[src/rtl/rtrim_pkg.sv]
package rtrim_pkg;

  // Length variant of the second in progress
  typedef enum logic [1:0] {
    TRIM_NONE  = 2'd0,
    TRIM_LONG  = 2'd1,
    TRIM_SHORT = 2'd2
  } trim_e;

  typedef struct packed {
    logic       speed_up;
    logic [4:0] mag;
  } cal_t;

  localparam int unsigned CYC_MINUTES = 64;
  localparam int unsigned LAST_TRIM_MINUTES = 62;

endpackage

[src/rtl/rtrim_pre.sv]
// First divider stage; also the source of the frequency-test phase
module rtrim_pre #(
  parameter int unsigned PRE_W = 7
) (
  input  logic clk_i,
  input  logic rst_ni,
  input  logic run_i,
  output logic wrap_o,
  output logic ft_phase_o
);
  // bit 5 toggles every 32 cycles: 512 Hz from 32,768 Hz; needs PRE_W >= 6
  localparam int unsigned FT_BIT = 5;

  logic [PRE_W-1:0] cnt_q, cnt_d;

  always_comb begin
    cnt_d = cnt_q;
    if (run_i) cnt_d = cnt_q + 1'b1;
  end

  always_ff @(posedge clk_i or negedge rst_ni) begin
    if (!rst_ni) cnt_q <= '0;
    else         cnt_q <= cnt_d;
  end

  assign wrap_o     = run_i && (cnt_q == {PRE_W{1'b1}});
  assign ft_phase_o = cnt_q[FT_BIT];

  assert_stop_hold_R9: assert property (@(posedge clk_i) disable iff (!rst_ni)
    !run_i |=> $stable(cnt_q));

  assert_ft_run_R10: assert property (@(posedge clk_i) disable iff (!rst_ni)
    !$stable(ft_phase_o) |-> $past(run_i));

endmodule

[src/rtl/rtrim_sec.sv]
// Second stage: counts prescale periods; terminal count depends on trim mode
module rtrim_sec
  import rtrim_pkg::*;
#(
  parameter int unsigned SEC_DIV = 256
) (
  input  logic  clk_i,
  input  logic  rst_ni,
  input  logic  step_i,
  input  trim_e mode_i,
  output logic  done_o
);
  localparam int unsigned CNT_W = $clog2(SEC_DIV + 1);

  logic [CNT_W-1:0] cnt_q, cnt_d, last;

  always_comb begin
    unique case (mode_i)
      TRIM_LONG:  last = CNT_W'(SEC_DIV);
      TRIM_SHORT: last = CNT_W'(SEC_DIV - 3);
      default:    last = CNT_W'(SEC_DIV - 1);
    endcase
  end

  assign done_o = step_i && (cnt_q == last);

  always_comb begin
    cnt_d = cnt_q;
    if (done_o)      cnt_d = '0;
    else if (step_i) cnt_d = cnt_q + 1'b1;
  end

  always_ff @(posedge clk_i or negedge rst_ni) begin
    if (!rst_ni) cnt_q <= '0;
    else         cnt_q <= cnt_d;
  end

  assert_no_overflow_R4: assert property (@(posedge clk_i) disable iff (!rst_ni)
    cnt_q <= CNT_W'(SEC_DIV));

  assert_mode_stable_R8: assert property (@(posedge clk_i) disable iff (!rst_ni)
    (cnt_q != '0) |-> (mode_i == $past(mode_i)));

endmodule

[src/rtl/rtrim_seq.sv]
// Seconds-in-minute and minute-in-cycle position, calibration capture
module rtrim_seq
  import rtrim_pkg::*;
#(
  parameter int unsigned SEC_PER_MIN = 60
) (
  input  logic       clk_i,
  input  logic       rst_ni,
  input  logic       sec_done_i,
  input  logic [5:0] cal_i,
  output trim_e      mode_o,
  output logic       min_done_o
);
  localparam int unsigned SIDX_W = (SEC_PER_MIN > 1) ? $clog2(SEC_PER_MIN) : 1;
  localparam int unsigned MIN_W  = $clog2(CYC_MINUTES);

  logic [SIDX_W-1:0] sec_q, sec_d;
  logic [MIN_W-1:0]  min_q, min_d;
  cal_t              cal_q, cal_d;
  logic              elig;

  assign min_done_o = sec_done_i && (sec_q == SIDX_W'(SEC_PER_MIN - 1));

  always_comb begin
    sec_d = sec_q;
    min_d = min_q;
    cal_d = cal_q;
    if (min_done_o) begin
      sec_d = '0;
      min_d = min_q + 1'b1;
      cal_d = cal_t'(cal_i);
    end else if (sec_done_i) begin
      sec_d = sec_q + 1'b1;
    end
  end

  always_ff @(posedge clk_i or negedge rst_ni) begin
    if (!rst_ni) begin
      sec_q <= '0;
      min_q <= '0;
      cal_q <= '0;
    end else begin
      sec_q <= sec_d;
      min_q <= min_d;
      cal_q <= cal_d;
    end
  end

  // first second of a minute whose index is below twice the magnitude
  assign elig   = (sec_q == '0) && (min_q < MIN_W'({cal_q.mag, 1'b0}));
  assign mode_o = !elig ? TRIM_NONE : (cal_q.speed_up ? TRIM_SHORT : TRIM_LONG);

  assert_cal_latch_R8: assert property (@(posedge clk_i) disable iff (!rst_ni)
    !$stable(cal_q) |-> $past(min_done_o));

  assert_window_R7: assert property (@(posedge clk_i) disable iff (!rst_ni)
    (mode_o != TRIM_NONE) |-> (min_q < MIN_W'(LAST_TRIM_MINUTES)));

  assert_zero_mag_R6: assert property (@(posedge clk_i) disable iff (!rst_ni)
    (cal_q.mag == '0) |-> (mode_o == TRIM_NONE));

endmodule

[src/rtl/rtc_trim_prescaler.sv]
module rtc_trim_prescaler
  import rtrim_pkg::*;
#(
  parameter int unsigned PRE_W       = 7,
  parameter int unsigned SEC_DIV     = 256,
  parameter int unsigned SEC_PER_MIN = 60
) (
  input  logic       clk_osc_i,
  input  logic       rst_osc_ni,
  input  logic [5:0] cal_i,
  input  logic       stop_i,
  input  logic       ft_en_i,
  output logic       sec_tick_o,
  output logic       min_tick_o,
  output logic       ft_o
);
  logic [1:0] rst_sync_q;
  logic       rst_n;
  logic       run, pre_wrap, ft_phase, sec_done, min_done;
  trim_e      mode;

  // asynchronous assertion, synchronous release
  always_ff @(posedge clk_osc_i or negedge rst_osc_ni) begin
    if (!rst_osc_ni) rst_sync_q <= 2'b00;
    else             rst_sync_q <= {rst_sync_q[0], 1'b1};
  end
  assign rst_n = rst_sync_q[1];

  assign run = ~stop_i;

  rtrim_pre #(.PRE_W(PRE_W)) u_pre (
    .clk_i      (clk_osc_i),
    .rst_ni     (rst_n),
    .run_i      (run),
    .wrap_o     (pre_wrap),
    .ft_phase_o (ft_phase)
  );

  rtrim_sec #(.SEC_DIV(SEC_DIV)) u_sec (
    .clk_i  (clk_osc_i),
    .rst_ni (rst_n),
    .step_i (pre_wrap),
    .mode_i (mode),
    .done_o (sec_done)
  );

  rtrim_seq #(.SEC_PER_MIN(SEC_PER_MIN)) u_seq (
    .clk_i      (clk_osc_i),
    .rst_ni     (rst_n),
    .sec_done_i (sec_done),
    .cal_i      (cal_i),
    .mode_o     (mode),
    .min_done_o (min_done)
  );

  assign sec_tick_o = sec_done;
  assign min_tick_o = min_done;
  assign ft_o       = ft_en_i & run & ft_phase;

  assert_min_on_sec_R3: assert property (@(posedge clk_osc_i) disable iff (!rst_n)
    min_tick_o |-> sec_tick_o);

  assert_quiet_stop_R9: assert property (@(posedge clk_osc_i) disable iff (!rst_n)
    stop_i |-> !sec_tick_o);

endmodule

[config.mk]
export PLATFORM = sky130hd
export DESIGN_NAME = rtc_trim_prescaler
export DESIGN_NICKNAME = d
export VERILOG_FILES = /design/src/rtl/rtrim_pkg.sv /design/src/rtl/rtrim_pre.sv /design/src/rtl/rtrim_sec.sv /design/src/rtl/rtrim_seq.sv /design/src/rtl/rtc_trim_prescaler.sv
export SDC_FILE = /design/constraint.sdc
export NUM_CORES = 1
export LEC_CHECK = 0
export BUFFER_PORTS_ARGS = -buffer_cell sky130_fd_sc_hd__buf_2
export CORE_UTILIZATION = 55
export CTS_CLUSTER_SIZE = 14
export DETAILED_ROUTE_END_ITERATION = 8
export PLACE_DENSITY = 0.74
export RECOVER_POWER = 25
export SLEW_MARGIN = 20
export SYNTH_ARGS = -nofsm -noshare
export SYNTH_HDL_FRONTEND = slang
export SYNTH_HIERARCHICAL = 1
export SYNTH_SLANG_ARGS = --single-unit
[constraint.sdc]
create_clock -name clk_osc_i -period 7.47 [get_ports clk_osc_i]
set_input_delay 0.747 -clock clk_osc_i [delete_from_list [all_inputs] [get_ports clk_osc_i]]
set_output_delay 0.747 -clock clk_osc_i [all_outputs]
set_load 0.02 [all_outputs]
# After elaboration in Yosys (flattened, before gate mapping)
# Index checks and enable logic that the tools add are counted.
# word_totals
mem_bits_ro	0
latchBits	0
mem_count	0
register_bits	36
ramBits	0
# op_classes
n_shift	0
order_cmp	1
n_div	0
muxes	7
add_sub_neg	4
mul	0
bitwise_logic	3
reduce_logical	7
eq_ne	5
# ops
op	n
$mux 9	2
$pmux 9 s2	1
$add 6x1->6 const B	2
$mux 6	2
$add 9x1->9 const B	1
$eq 9x9->1	1
$add 7x1->7 const B	1
$eq 7x7->1 const B	1
$eq 6x6->1 const B	1
$logic_not 6->1	1
$lt 6x6->1	1
$logic_and 1x1->1	4
$mux 2	2
$reduce_bool 2->1	2
$and 1x1->1	2
$eq 2x1->1 const B	1
$eq 2x2->1 const B	1
$not 1->1	1

# Logic depth before layout (Yosys ltp)
# logic_depth
ltp_word	9
ltp_mapped	14
ltp_nobuf	13

# By module
# The synthesis kept the hierarchy.
# by_module_without_submodules
mod	n_inst	seq_area_each_um2	area_each_um2	cells_per_inst
rtrim_seq	1	450.4	968.4	84
rtrim_sec	1	225.2	513.0	53
rtrim_pre	1	175.2	304.0	24
rtc_trim_prescaler	1	50.0	66.3	5

# Worst setup path before layout
# No wires, ideal clock.
# synth_path
path_kind	flip-flop to output port
start	reg u_seq.min_q[5]
end	out min_tick_o
path_stages_with_launch	12
arrival_time_ns	2.885
path_slack_ns	3.838
required_ns	6.723
cell_sequence	dfrtp_1 -> ha_1 -> a211oi_1 -> nand3_1 -> a21oi_1 -> inv_1 -> ha_1 -> or4_4 -> a21oi_4 -> buf_2 -> nand3b_4 -> nor2_8
# synth_between
elab_chain_cells	8
word_cells_on_any_way	9
# synth_lines
element	line_no	text
start: declaration	rtrim_seq.sv:18	logic [MIN_W-1:0] min_q, min_d;
start signal: assignment	rtrim_seq.sv:44	min_q <= min_d;
$lt 6x6->1 (*)	rtrim_seq.sv:50	assign elig = (sec_q == '0) && (min_q < MIN_W'({cal_q.mag, 1'b0}));
$logic_and 1x1->1 (*)	rtrim_seq.sv:50	
$mux 2 (*)	rtrim_seq.sv:51	assign mode_o = !elig ? TRIM_NONE : (cal_q.speed_up ? TRIM_SHORT : TRIM_LONG);
via mode[1]	rtc_trim_prescaler.sv:20	trim_e mode;
$eq 2x2->1 / $eq 2x1->1 (equally long branches)	rtrim_sec.sv:18	unique case (mode_i)
$pmux 9 s2 (*)	rtrim_sec.sv:18	
$eq 9x9->1 (*)	rtrim_sec.sv:25	assign done_o = step_i && (cnt_q == last);
$logic_and 1x1->1 (*)	rtrim_sec.sv:25	
via sec_tick_o	rtc_trim_prescaler.sv:13	output logic sec_tick_o,
$logic_and 1x1->1 (*)	rtrim_seq.sv:22	assign min_done_o = sec_done_i && (sec_q == SIDX_W'(SEC_PER_MIN - 1));
end: declaration	rtc_trim_prescaler.sv:14	output logic min_tick_o,
# The timed path passes the listed nets; every way through them passes the cells marked *.

# Final worst setup path
# layout_path
start	reg u_seq.min_q[5]
end	out min_tick_o
# layout_between
elab_chain_cells	8
word_cells_on_any_way	9
# layout_lines
element	line_no
$lt 6x6->1 (*)	rtrim_seq.sv:50
$logic_and 1x1->1 (*)	rtrim_seq.sv:50
$mux 2 (*)	rtrim_seq.sv:51
via mode[1]	rtc_trim_prescaler.sv:20
$eq 2x2->1 / $eq 2x1->1 (equally long branches)	rtrim_sec.sv:18
$pmux 9 s2 (*)	rtrim_sec.sv:18
$eq 9x9->1 (*)	rtrim_sec.sv:25
$logic_and 1x1->1 (*)	rtrim_sec.sv:25
$logic_and 1x1->1 (*)	rtrim_seq.sv:22
# Marks and branches as above.

==> impl_metrics.ini <==
[run_status]
outcome = finished clean

[clocking]
numCtsBuffers = 5
cts_resized = 0
tritoncts = built
ctsHoldBuffers = 0
insertion_delay_ns = 0.33
cts_num_sinks = 36
htreeDepth = 2
clockRootBuffer = clkbuf_4
postCtsSetupBuffers = 0
clk_pin_slew_ns = 0.11
clockBufferDepth = 2

[timing]
hold_viol = 0
maxSlewHeadroom_pct = 56.7
worst_slack_ns = 3.28
rsz0062_at_grt = no
timing.final.crit_share_pct = 56.1
fin_skew_ns = 0.00867
finalSetupViolations = 0
fin_setup_tns_ns = 0
max_freq_mhz = 239
period_needed_ns = 4.19
slew_viol_final = 0
worst_pin_slew_ns = 0.649

[logic_synthesis]
synthCells = 166
postSynthAreaPerCell_um2 = 11.2
ys_seq_elements = 36
synthesis.nets = 186
ys_seq_area_share_pct = 48.6
synth_warnings = 6
syn_area_um2 = 1850
synth_cell_types = 37

[drt]
finalWirelength_um = 2800
postRouteAntennaNets = 0
initialDrtViolationCount = 38
wl_met3_um = 91
vias_per_cell = 5.27
post_drt_wl_per_cell_um = 12.2
vias = 1206
dr.pass1.iters = 5
drc = 0
wl_met2_um = 1300
drt-met1-wl_um = 1370
topRoutingLayerUsed = met4

[placed_design]
gp_congestion = 0.812
portBuffers = 12
dp_hpwl_um = 2110
placed_area_um2 = 1970
placed_cells = 221
dpl_worst_slack_ns = 3.63

[layout]
antenna_cells = 0
final_common_cell = dfrtp_1
final_layout_size_suffix_gt1_share_pct = 18.9
nets = 204
final_area_um2 = 2040
stdcell_count = 229
area_delta_synth_final_pct = 10.2
layout_common_cells = 36 x dfrtp_1, 14 x nor2_1, 14 x nand2_1, 13 x xor2_1

[critical_path]
endpoint_kind = output pin
critPathLaunchType = flop
crit_path_max_fanout = 18
arrival_ns = 3.44
required_ns = 6.72
critical_path_class = reg2out

[power]
powerDensity_nw_per_um2 = 197
peakVddDrop_mv = 0.128
power.leakage_nw = 0.988

[hold_path]
worstHoldPathType = in2async

[global_route]
grt-ovfl-total = 0
antenna_found_initial = 0
grt_max_degree = 19
grt_first_pass_wirelength_um = 4900
grt_pass1_vias = 1176
grt_usage_pct = 18.9

[floorplanning]
die_area_um2 = 3600
row_count = 20
ios = 13
core_um2 = 3130
fp.dieH_um = 60.0
die_w_um = 60.0
start_util_pct = 59.2

[flow_run]
maxCapViolations = 0
-- Yosys cell counts (all sizes together) --
library cell,number,area [um2]
inv,11,41.3
clkbuf,1,3.75
and3,1,6.26
or4,1,11.3
conb,1,3.75
and2,1,6.26
nor4,2,27.5
ha,10,125
nand2,14,52.6
nand3,7,47.6
xnor2,8,70.1
nand2b,1,6.26
o2111ai,1,8.76
a211oi,2,15.0
o211a,1,10.0
nand3b,1,20.0
a21oi,3,26.3
nor2,16,78.8
and3b,1,8.76
mux2,8,90.1
buf,1,5.00
dfrtp,36,901
nor4b,1,8.76
o21ai,6,30.0
or3,1,6.26
nand4,9,68.8
nor3,4,20.0
xor2,13,114
mux2i,3,30.0
a211o,1,8.76
-- routing by layer --
metal	vias to the layer above	track usage, %
met5	-	0
met4	0	6.98
met3	5	5.84
met2	18	29.8
met1	573	24.5
li1	610	-
-- state kept, by name (all words and copies together), names as in the netlist --
signal and cells:
u_seq/sec_q 6, u_seq/cal_q 6, rst_sync_q 2, u_pre/cnt_q 7, u_sec/cnt_q 9, u_seq/min_q 6
-- kinds of logic after synthesis --
kind of cell / Yosys count / synth area share, %
simple gates: 60 / 19.9
mux: 11 / 6.49
xor+xnor: 21 / 9.93
buf+inv: 13 / 2.70
other cells: 1 / 0.203
flops: 36 / 48.6
fa+ha+maj: 10 / 6.76
compound gates: 14 / 5.34
-- power by group --
group          internal [mW]  switching, mW
clock                 0.0701         0.0595
sequential             0.214         0.0211
combinational         0.0213         0.0163
total                  0.305         0.0970
-- critical path, cell delays in order, from the launching register on --
cell and delay, ns:
dfrtp_1 0.41, ha_1 0.32, a211oi_1 0.26, nand3_1 0.11, a21oi_1 0.13, inv_1 0.06
ha_1 0.21, or4_4 0.55, a21oi_4 0.42, nand3b_4 0.22, nor2_8 0.22, buf_2 0.20
-- path summary, 6_finish.rpt --
| check | depth (start not counted) | slack [ns] | end | startpoint |
|---|---|---|---|---|
| setup / recovery | 11 | 3.28 | min_tick_o | u_seq/min_q[5] |
| hold / removal | 1 | 0.18 | rst_sync_q[1] | rst_osc_ni |
| setup reg to reg | 11 | 4.09 | u_seq/cal_q[5] | u_seq/min_q[5] |
| hold reg to reg | 0 | 0.27 | u_pre/cnt_q[0] | rst_sync_q[1] |
| max in group asynchronous | 1 | 6.51 | u_seq/sec_q[5] | rst_sync_q[1] |
| min in group clk_osc_i | 0 | 0.37 | rst_sync_q[1] | rst_sync_q[0] |
-- cell type report --
type,instances,area [um2]
Tap cell,44,55.1
Multi-Input combinational cell,117,901
Sequential cell,36,901
Inverter,11,41.3
Clock inverter,2,35.0
Fill cell,254,1090
Timing Repair Buffer,13,66.3
Clock buffer,6,41.3
-- stage by stage --
stage	utilization, %	total power, mW	hold slack [ns]
3_3_place_gp	62.8	0.273	0.284
4_1_cts	65.3	0.407	0.173
5_1_grt	65.2	0.425	0.168
6_report	65.2	0.402	0.182
2_1_floorplan	-	0.265	0.331
3_5_place_dp	62.8	0.277	0.293
Power figures use the tool's default switching activity.
